--- config.mk ---
export PLATFORM = sky130hd
export DESIGN_NAME = flash_erase_seq
export DESIGN_NICKNAME = d
export VERILOG_FILES = /design/src/rtl/erase_pkg.sv /design/src/rtl/erase_dpath.sv /design/src/rtl/erase_ctrl.sv /design/src/rtl/flash_erase_seq.sv
export SDC_FILE = /design/constraint.sdc
export NUM_CORES = 1
export LEC_CHECK = 0
export CORE_ASPECT_RATIO = 0.9
export CORE_MARGIN = 5
export CORE_UTILIZATION = 45
export DETAILED_ROUTE_END_ITERATION = 7
export PLACE_DENSITY = 0.73
export SLEW_MARGIN = 20
export SYNTH_ARGS = -nofsm -noshare
export SYNTH_HDL_FRONTEND = slang
export SYNTH_SLANG_ARGS = --single-unit
--- constraint.sdc ---
create_clock -name clk -period 4.6 [get_ports clk]
set_clock_uncertainty 0.05 [all_clocks]
set_input_delay 0.46 -clock clk [delete_from_list [all_inputs] [get_ports clk]]
set_output_delay 0.46 -clock clk [all_outputs]
set_load 0.01 [all_outputs]
--- src/rtl/erase_pkg.sv ---
package erase_pkg;

  localparam logic [7:0] CMD_SETUP   = 8'h20;
  localparam logic [7:0] CMD_CONFIRM = 8'hD0;
  localparam logic [7:0] CMD_CLEAR   = 8'h50;
  localparam logic [7:0] CMD_ARRAY   = 8'hFF;

  typedef enum logic [2:0] {
    RES_OK      = 3'd0,
    RES_VOLT    = 3'd1,
    RES_SEQ     = 3'd2,
    RES_ERASE   = 3'd3,
    RES_LOCKED  = 3'd4,
    RES_TIMEOUT = 3'd5,
    RES_DEFER   = 3'd6
  } result_t;

  // strobes from control to datapath
  typedef struct packed {
    logic       wr;
    logic       rd;
    logic [7:0] data;
  } bus_cmd_t;

  function automatic result_t decodeStatus(input logic [7:0] sr);
    if (sr[3])               return RES_VOLT;
    else if (sr[4] && sr[5]) return RES_SEQ;
    else if (sr[5])          return RES_ERASE;
    else if (sr[1])          return RES_LOCKED;
    else                     return RES_OK;
  endfunction

endpackage

--- src/rtl/erase_dpath.sv ---
module erase_dpath
  import erase_pkg::*;
#(
  parameter int BLK_W       = 4,
  parameter int OFF_W       = 12,
  parameter int WE_CYCLES   = 3,
  parameter int READ_CYCLES = 2
) (
  input  logic             clk,
  input  logic             rstN,
  input  bus_cmd_t         busCmd,
  input  logic [BLK_W-1:0] blockAddr,
  input  logic [7:0]       dqIn,
  output logic             busDone,
  output logic [7:0]       statusByte,
  output logic             ceN,
  output logic             oeN,
  output logic             weN,
  output logic [BLK_W+OFF_W-1:0] flAddr,
  output logic [7:0]       dqOut,
  output logic             dqOe
);

  localparam int MAX_CYC  = (WE_CYCLES > READ_CYCLES) ? WE_CYCLES : READ_CYCLES;
  localparam int CNT_BITS = $clog2(MAX_CYC + 1);

  typedef enum logic [2:0] {D_IDLE, D_WSET, D_WLOW, D_WHOLD, D_RACT, D_RGAP} dstate_t;

  dstate_t             state;
  logic [CNT_BITS-1:0] cnt;
  logic [BLK_W-1:0]    addrReg;
  logic [7:0]          dataReg;
  logic                busFree;

  assign busDone = (state == D_WHOLD) || (state == D_RGAP);
  assign busFree = busDone || (state == D_IDLE);

  always_ff @(posedge clk or negedge rstN) begin
    if (!rstN) begin
      state      <= D_IDLE;
      cnt        <= '0;
      addrReg    <= '0;
      dataReg    <= '0;
      statusByte <= '0;
    end else if (busFree && busCmd.wr) begin
      state   <= D_WSET;
      dataReg <= busCmd.data;
      addrReg <= blockAddr;
    end else if (busFree && busCmd.rd) begin
      state   <= D_RACT;
      cnt     <= CNT_BITS'(READ_CYCLES - 1);
      addrReg <= blockAddr;
    end else if (busDone) begin
      state <= D_IDLE;
    end else begin
      case (state)
        D_WSET: begin
          state <= D_WLOW;
          cnt   <= CNT_BITS'(WE_CYCLES - 1);
        end
        D_WLOW: begin
          if (cnt == '0) state <= D_WHOLD;
          else           cnt   <= cnt - 1'b1;
        end
        D_RACT: begin
          if (cnt == '0) begin
            statusByte <= dqIn;
            state      <= D_RGAP;
          end else begin
            cnt <= cnt - 1'b1;
          end
        end
        default: state <= state;
      endcase
    end
  end

  assign ceN    = !((state == D_WSET) || (state == D_WLOW) || (state == D_WHOLD) || (state == D_RACT));
  assign weN    = (state != D_WLOW);
  assign oeN    = (state != D_RACT);
  assign dqOe   = (state == D_WSET) || (state == D_WLOW) || (state == D_WHOLD);
  assign flAddr = {addrReg, {OFF_W{1'b0}}};
  assign dqOut  = dataReg;

  // width of the write strobe, counted independently of the state counter
  logic [7:0] weLowCnt;
  always_ff @(posedge clk or negedge rstN) begin
    if (!rstN)     weLowCnt <= '0;
    else if (weN)  weLowCnt <= '0;
    else           weLowCnt <= weLowCnt + 1'b1;
  end

  a_r3_we_width: assert property (@(posedge clk) disable iff (!rstN)
    $rose(weN) |-> (weLowCnt == 8'(WE_CYCLES)));
  a_r3_setup_stable: assert property (@(posedge clk) disable iff (!rstN)
    $fell(weN) |-> ($stable(flAddr) && $stable(dqOut) && dqOe && $past(dqOe)));
  a_r3_hold_stable: assert property (@(posedge clk) disable iff (!rstN)
    $rose(weN) |-> ($stable(flAddr) && $stable(dqOut) && dqOe && !ceN));
  a_r3_no_read_in_write: assert property (@(posedge clk) disable iff (!rstN)
    !weN |-> (oeN && !ceN));
  a_r4_toggle_gap: assert property (@(posedge clk) disable iff (!rstN)
    $rose(oeN) |-> ceN);

endmodule

--- src/rtl/erase_ctrl.sv ---
module erase_ctrl
  import erase_pkg::*;
#(
  parameter int CNT_W = 16
) (
  input  logic             clk,
  input  logic             rstN,
  input  logic             startReq,
  input  logic             lastBlock,
  input  logic             checkEach,
  input  logic [CNT_W-1:0] pollLimit,
  input  logic             busDone,
  input  logic [7:0]       statusByte,
  output bus_cmd_t         busCmd,
  output logic             startAck,
  output logic [2:0]       resultCode
);

  typedef enum logic [2:0] {S_IDLE, S_SETUP, S_CONF, S_POLL, S_CLR, S_ARR, S_ACK} cstate_t;

  cstate_t          state, stateNxt;
  logic [CNT_W-1:0] pollCnt, pollCntNxt;
  result_t          res, resNxt;
  logic             checked;
  logic             pollExpired;

  assign checked     = checkEach || lastBlock;
  assign pollExpired = ({1'b0, pollCnt} + 1'b1) >= {1'b0, pollLimit};

  always_comb begin
    stateNxt   = state;
    pollCntNxt = pollCnt;
    resNxt     = res;
    busCmd     = '0;
    case (state)
      S_IDLE: if (startReq) begin
        busCmd.wr = 1'b1; busCmd.data = CMD_SETUP; stateNxt = S_SETUP;
      end
      S_SETUP: if (busDone) begin
        busCmd.wr = 1'b1; busCmd.data = CMD_CONFIRM; stateNxt = S_CONF;
      end
      S_CONF: if (busDone) begin
        busCmd.rd = 1'b1; pollCntNxt = '0; stateNxt = S_POLL;
      end
      S_POLL: if (busDone) begin
        if (statusByte[7]) begin
          if (!checked) begin
            resNxt = RES_DEFER; stateNxt = S_ACK;
          end else begin
            resNxt = decodeStatus(statusByte);
            busCmd.wr = 1'b1;
            if (decodeStatus(statusByte) != RES_OK) begin
              busCmd.data = CMD_CLEAR; stateNxt = S_CLR;
            end else begin
              busCmd.data = CMD_ARRAY; stateNxt = S_ARR;
            end
          end
        end else if (pollExpired) begin
          resNxt = RES_TIMEOUT;
          busCmd.wr = 1'b1; busCmd.data = CMD_ARRAY; stateNxt = S_ARR;
        end else begin
          pollCntNxt = pollCnt + 1'b1;
          busCmd.rd  = 1'b1;
        end
      end
      S_CLR: if (busDone) begin
        busCmd.wr = 1'b1; busCmd.data = CMD_ARRAY; stateNxt = S_ARR;
      end
      S_ARR: if (busDone) stateNxt = S_ACK;
      S_ACK: stateNxt = S_IDLE;
      default: stateNxt = S_IDLE;
    endcase
  end

  always_ff @(posedge clk or negedge rstN) begin
    if (!rstN) begin
      state   <= S_IDLE;
      pollCnt <= '0;
      res     <= RES_OK;
    end else begin
      state   <= stateNxt;
      pollCnt <= pollCntNxt;
      res     <= resNxt;
    end
  end

  assign startAck   = (state == S_ACK);
  assign resultCode = res;

  a_r11_ack_pulse: assert property (@(posedge clk) disable iff (!rstN)
    startAck |=> !startAck);
  a_r8_defer_only_unchecked: assert property (@(posedge clk) disable iff (!rstN)
    (startAck && (resultCode == RES_DEFER)) |-> !checked);
  a_r6_clear_on_error: assert property (@(posedge clk) disable iff (!rstN)
    (state == S_CLR && busDone) |-> (resultCode >= 3'd1 && resultCode <= 3'd4));
  a_r9_poll_bound: assert property (@(posedge clk) disable iff (!rstN)
    (state == S_POLL && pollLimit != '0) |-> (pollCnt < pollLimit));
  a_r4_one_strobe: assert property (@(posedge clk) disable iff (!rstN)
    !(busCmd.wr && busCmd.rd));

endmodule

--- src/rtl/flash_erase_seq.sv ---
module flash_erase_seq
  import erase_pkg::*;
#(
  parameter int BLK_W       = 4,
  parameter int OFF_W       = 12,
  parameter int WE_CYCLES   = 3,
  parameter int READ_CYCLES = 2,
  parameter int CNT_W       = 16
) (
  input  logic                   clk,
  input  logic                   rstN,
  input  logic                   startReq,
  input  logic [BLK_W-1:0]       blockAddr,
  input  logic                   lastBlock,
  input  logic                   checkEach,
  input  logic [CNT_W-1:0]       pollLimit,
  output logic                   startAck,
  output logic [2:0]             resultCode,
  output logic                   ceN,
  output logic                   oeN,
  output logic                   weN,
  output logic [BLK_W+OFF_W-1:0] flAddr,
  output logic [7:0]             dqOut,
  output logic                   dqOe,
  input  logic [7:0]             dqIn
);

  bus_cmd_t   busCmd;
  logic       busDone;
  logic [7:0] statusByte;

  erase_ctrl #(.CNT_W(CNT_W)) i_ctrl (
    .clk(clk), .rstN(rstN), .startReq(startReq), .lastBlock(lastBlock),
    .checkEach(checkEach), .pollLimit(pollLimit), .busDone(busDone),
    .statusByte(statusByte), .busCmd(busCmd), .startAck(startAck),
    .resultCode(resultCode)
  );

  erase_dpath #(.BLK_W(BLK_W), .OFF_W(OFF_W), .WE_CYCLES(WE_CYCLES),
                .READ_CYCLES(READ_CYCLES)) i_dpath (
    .clk(clk), .rstN(rstN), .busCmd(busCmd), .blockAddr(blockAddr),
    .dqIn(dqIn), .busDone(busDone), .statusByte(statusByte), .ceN(ceN),
    .oeN(oeN), .weN(weN), .flAddr(flAddr), .dqOut(dqOut), .dqOe(dqOe)
  );

endmodule

== After elaboration in Yosys (flattened, before gate mapping) ==
Cells that the tools add are included.

* $add $sub $neg: 3
* Magnitude comparators: 1
* Eq/ne operators: 26
* Multiplexer cells: 56
* Bitwise logic cells: 3
* Reduce and logical (&&, ||, !) cells: 27

{| class="wikitable"
|+ Operators by type and width
! operator !! number
|-
| 3-bit two-way mux || 24
|-
| 16-bit two-way mux || 4
|-
| 8-bit two-way mux || 6
|-
| 16-bit one-hot mux with 2 select lines || 1
|-
| 8-bit one-hot mux with 4 select lines || 1
|-
| 3-bit one-hot mux with 6 select lines || 1
|-
| 16-bit by 1-bit adder with 17-bit output, second input constant || 1
|-
| 17-bit by 16-bit greater-or-equal comparator with 1-bit output || 1
|-
| 16-bit by 1-bit adder with 16-bit output, second input constant || 1
|-
| 3-bit equality test, second input constant || 5
|-
| 3-bit by 2-bit equality test with 1-bit output, second input constant || 4
|-
| 10-bit two-way mux || 1
|-
| 2-bit by 1-bit inequality test with 1-bit output, second input constant || 5
|-
| 5-bit by 1-bit inequality test with 1-bit output, second input constant || 2
|-
| 5-bit AND reduction || 2
|-
| 3-bit one-hot mux with 3 select lines || 1
|-
| 1-bit two-way mux || 8
|-
| 4-bit two-way mux || 2
|-
| 2-bit inequality test, second input constant || 4
|-
| 7-bit AND reduction || 1
|-
| 3-bit by 1-bit equality test with 1-bit output, second input constant || 2
|-
| 3-bit logical NOT || 2
|-
| 1-bit logical OR || 6
|-
| 2-bit two-way mux || 3
|-
| other kinds (18) || 28
|}

* Bits in registers: 47
* Bits of input ports: 33
* Output and inout bits: 32
* Logic and storage cells: 124

== Depth between registers and ports, before layout ==
* Word-level depth: 17
* Gate-level depth with buffers: 15
* Mapped depth without buffers: 13

== Cells and area by module ==
From an unflattened synthesis, not the netlist that was laid out.

* Cells, all modules: 358
* Area, all modules: 3489.6 µm²

{| class="wikitable"
|+ Modules (own cells, without submodules)
! module !! times used !! cells an instance !! area an instance (µm²) !! sequential area each (µm²)
|-
| erase_ctrl || 1 || 241 || 2114.5 || 550.5
|-
| erase_dpath || 1 || 117 || 1375.1 || 625.6
|}

== Worst setup path after synthesis ==
Ideal clock, no wire load.

* Kind: register to register
* Start point: register i_ctrl.pollCnt[0]
* End point: register i_dpath.addrReg[0]
* Library setup time: 128 ps
* Arrival time: 3434 ps
* Required time: 4422 ps
* Slack: 988 ps
* Cell stages (with the launch flop): 14
* Path buffers: 0
* Period minus slack after synthesis: 3612 ps
* Cell sequence: dfrtp_1 -> ha_1 -> nand3_4 -> nor2b_1 -> and3_1 -> xor2_1 -> ha_1 -> a21o_1 -> a211oi_2 -> o41ai_2 -> a311oi_4 -> a2bb2oi_2 -> nor2b_4 -> mux2_1

* Longest elaborated chain between the ends: 8
* Elaborated cells between the ends (all ways): 13
* Those cells by class: add/sub: 1; order compare: 1; mux: 8; reduce/logical: 3

{| class="wikitable"
|+ Ends and longest elaborated chain
! what !! RTL line !! RTL
|-
| from (decl) || erase_ctrl.sv:22 || <nowiki>logic [CNT_W-1:0] pollCnt, pollCntNxt;</nowiki>
|-
| from (signal assigned) || erase_ctrl.sv:82 || <nowiki>pollCnt <= pollCntNxt;</nowiki>
|-
| 16-bit by 1-bit adder with 17-bit output * || erase_ctrl.sv:28 || <nowiki>assign pollExpired = ({1'b0, pollCnt} + 1'b1) >= {1'b0, pollLimit};</nowiki>
|-
| 17-bit by 16-bit greater-or-equal comparator with 1-bit output * || erase_ctrl.sv:28 ||
|-
| 1-bit two-way mux || erase_ctrl.sv:58 || <nowiki>end else if (pollExpired) begin</nowiki>
|-
| 1-bit two-way mux || erase_ctrl.sv:46 || <nowiki>if (statusByte[7]) begin</nowiki>
|-
| 10-bit two-way mux * || erase_ctrl.sv:45 || <nowiki>S_POLL: if (busDone) begin</nowiki>
|-
| 1-bit one-hot mux with 3 select lines / 1-bit one-hot mux with 2 select lines (equally long branches) || erase_ctrl.sv:35 || <nowiki>case (state)</nowiki>
|-
| 1-bit logical AND, on equally long branches || erase_dpath.sv:45, erase_dpath.sv:49 ||
|-
| 4-bit two-way mux / 2-bit nonzero test (equally long branches) || n/a ||
|-
| to (signal assigned) || erase_dpath.sv:48 || <nowiki>addrReg <= blockAddr;</nowiki>
|-
| to (signal assigned) || erase_dpath.sv:52 || <nowiki>addrReg <= blockAddr;</nowiki>
|-
| to (decl) || erase_dpath.sv:31 || <nowiki>logic [BLK_W-1:0] addrReg;</nowiki>
|}

Mark *: on every way between the ends. The rest lies on a longest branch, timed or not.
A chain may end at the register's enable or synchronous reset.

== Worst setup path in the final report ==
* Start point: register i_ctrl.pollCnt[0]
* End point: register i_dpath.addrReg[1]

The elaborated chain is that of the path after synthesis.

==> summary.txt <==
Utilization after layout = 55.90%
Quantity of hold-fixing buffers added after cts = 0
CTS tree = built
Remaining antenna violation count after routing = 0
Wire length of the first global-routing pass = 10340 um
Clk Tree Root Cell = sky130_fd_sc_hd__clkbuf_8
Power Density = 501.0 nW/um^2
Number of buffers inserted by port buffering = 49
Seq/Total Area, Yosys = 34.84%
Count of antenna diodes in the layout = 0
Fraction of layout cells with a size suffix above 1 = 6.648%
Die X-Extent = 94.22 um
Total number of vias = 2321
Post-Route WL = 5964 um
Row count = 27
Total core area = 6148 sq um
Total Neg Setup Slack = 0 ps
Post-layout nets = 411
Final critical-path required period = 4145 ps
Post-CTS Setup Bufs = 0
Vertical die dimension = 85.80 um
Synthesis Warnings = 0
Static Leak = 1.611 nW
Overall track demand over capacity in global routing = 15.76%
Biggest area consumer among synthesized cells = sky130_fd_sc_hd__dfrtp_1
Clock sinks = 40
Hold Crit Class = in -> async
Fmax = 241.3 MHz
Critical-path maximum fanout = 7
Most Frequent Cell on Critical Path = sky130_fd_sc_hd__ha_1
Total congestion overflow = 0
Setup violation total in the final timing report = 0
Number of buffers created by CTS = 5
Initial antenna violation count = 0
HPWL reported at the end of detailed placement = 4550 um
Data required, critical path = 4730 ps
Total count of hold-check failures in the final report = 0
Fraction of registers with async set/reset = 100.0%
Synthesized area = 2873 sq um
Average cell area after synthesis = 8.922 sq um
Max cap viols = 0
Critical path cell sequence = ha_1, nand3_4, nor2b_1, and3_1, xor2_1, ha_1, a21o_1, a211oi_2, o41ai_2, a311oi_4, a2bb2oi_2, nor2b_4, mux2_1
Pin count of the biggest net entering global routing = 41
Synth Instances = 322
Insertion delay of the later-clocked pin in the worst-skew pair = 290 ps
Final Cycle Share = 90.10%
RSZ-0062 raised after global routing = false
First-iteration detailed-routing DRC count = 114
Number of distinct library cells after synthesis = 58
Largest stage delay on the critical path = 480 ps
Post-cts resize count = 0
Arrival time of data at the critical path endpoint = 4270 ps
Post-synth top area share = 34.84%
Flop and latch count out of synthesis = 40
CP Class = reg -> reg
Status = completed
Clock-pin slew reported for the worst setup and hold paths after clock tree synthesis = 80 ps
CP endpoint kind = flop
Max-slew headroom at the worst pin = 41.47%
DR vias/cell = 5.181
Placed cell area = 3329 sq um
Final count of pins violating max slew = 0
I/O pin total = 65
Worst Max-Slew Pin Slew = 878.0 ps
Post-layout instance area = 3437 sq um
Crit start category = flop
Maximum buffer depth of the clock tree = 2
Number of global-route vias before repair = 2203
Most common flop cell mapped by yosys = sky130_fd_sc_hd__dfrtp_1
Global placement routability congestion = 0.8557
Routed wire length per instance = 13.31 um
Die area = 8084 sq um
Number of flops mapped to enable cells by yosys = 0
Drt drc = 0
Cell with the largest stage delay on the worst path = sky130_fd_sc_hd__a311oi_4
Leading cell types in the layout, fill and taps excluded = sky130_fd_sc_hd__clkdlybuf4s50_1, sky130_fd_sc_hd__dfrtp_1, sky130_fd_sc_hd__nand2_1
Most common cell after layout, fill and taps aside = sky130_fd_sc_hd__clkdlybuf4s50_1
Area growth syn-to-layout = 19.64%
Peak supply drop = 309.5 uV
Total iterations of the first detailed-routing run = 4
Clock H-tree levels = 2
Top area cells in the synthesized netlist = sky130_fd_sc_hd__dfrtp_1, sky130_fd_sc_hd__ha_1, sky130_fd_sc_hd__buf_4
Initial core utilization = 46.72%
==> per-layer routing <==
metal | vias to the layer above | part of all wire (%) | GRT usage [%]
li1 | 1171 | - | -
met1 | 1099 | 47 | 21.45
met2 | 44 | 46 | 24.74
met3 | 7 | 5.4 | 4.474
met4 | 0 | 1.0 | 3.937
met5 | - | 0 | 0
==> state kept, by name (all words and copies together) (netlist names) <==
| register | count |
|---|---|
| i_dpath.cnt | 2 |
| i_dpath.dqOut | 4 |
| i_ctrl.state | 3 |
| i_dpath.statusByte | 5 |
| i_ctrl.pollCnt | 16 |
| i_dpath.state | 3 |
| i_dpath.addrReg | 4 |
| i_ctrl.resultCode | 3 |
==> final timing paths <==
path / startpoint / end / slack (ps) / depth (start not counted)
setup / recovery: i_ctrl.pollCnt[0] / i_dpath.addrReg[1] / 460 / 13
hold / removal: rstN / i_ctrl.pollCnt[12] / 230 / 1
setup reg to reg: i_ctrl.pollCnt[0] / i_dpath.addrReg[1] / 460 / 13
hold reg to reg: i_dpath.addrReg[3] / i_dpath.addrReg[3] / 450 / 1
max in group asynchronous: rstN / i_dpath.state[0] / 3720 / 1
min in group clk: i_dpath.addrReg[3] / i_dpath.addrReg[3] / 450 / 1
==> cell type report <==
| type | count | area [sq um] |
|---|---|---|
| timing repair buffer | 49 | 485.5 |
| inverter | 26 | 97.59 |
| clock buffer | 6 | 72.57 |
| sequential | 40 | 1001 |
| clock inverter | 2 | 35.03 |
| tap | 87 | 108.9 |
| fill | 566 | 2711 |
| multi-input combinational | 238 | 1637 |
==> power breakdown <==
group          total [W]  internal (W)  switching (W)
sequential      0.000621      0.000471       0.000150
combinational   0.000818      0.000421       0.000397
clock           0.000283      0.000161       0.000122
total            0.00172       0.00105       0.000669
==> cell usage after synthesis (5+ instances only) <==
| cell type | instances |
|---|---|
| sky130_fd_sc_hd__a21oi_1 | 10 |
| sky130_fd_sc_hd__a22o_1 | 12 |
| sky130_fd_sc_hd__and3_1 | 6 |
| sky130_fd_sc_hd__buf_4 | 16 |
| sky130_fd_sc_hd__clkbuf_1 | 9 |
| sky130_fd_sc_hd__dfrtp_1 | 40 |
| sky130_fd_sc_hd__ha_1 | 18 |
| sky130_fd_sc_hd__inv_1 | 25 |
| sky130_fd_sc_hd__mux2_2 | 5 |
| sky130_fd_sc_hd__nand2_1 | 32 |
| sky130_fd_sc_hd__nand3_1 | 12 |
| sky130_fd_sc_hd__nor2_1 | 27 |
| sky130_fd_sc_hd__nor2b_1 | 8 |
| sky130_fd_sc_hd__nor3_1 | 6 |
| sky130_fd_sc_hd__o21ai_0 | 7 |
| sky130_fd_sc_hd__o21ai_1 | 10 |
| sky130_fd_sc_hd__xnor2_1 | 8 |
| sky130_fd_sc_hd__xor2_1 | 9 |
==> worst max-delay path, delay by kind of cell, from the launching register on <==
kind,cells,cell delay (ps)
adders and majority gates,2,580
DFF,1,430
AOI/OAI and AO/OA,5,1450
xor gates and xnor gates,1,160
muxes,1,340
and+or+nand+nor,4,1010
==> cell families after synthesis <==
kind of cell               Yosys count  share of synthesized area [%]
and+or+nand+nor                    106                          18.51
AOI/OAI and AO/OA                   74                          19.64
buffers and inverters               55                          9.625
DFF                                 40                          34.84
adders and majority gates           18                          7.840
xor gates and xnor gates            17                          5.183
muxes                               11                          4.225
other                                1                         0.1305
==> per-stage QoR <==
stage / hold WS (ps) / std cells / setup slack (ps) / power [W]
CTS: 263.7 / 448 / 406.6 / 0.001741
floorplan: 114.4 / 333 / 988.4 / 0.001175
global placement: 422.3 / 440 / 521.1 / 0.001431
detailed placement: 430.5 / 440 / 437.4 / 0.001453
finish: 231.3 / 448 / 455.5 / 0.001722
global route: 311.6 / 448 / 187.2 / 0.001878
(Power assumes the default switching activity.)
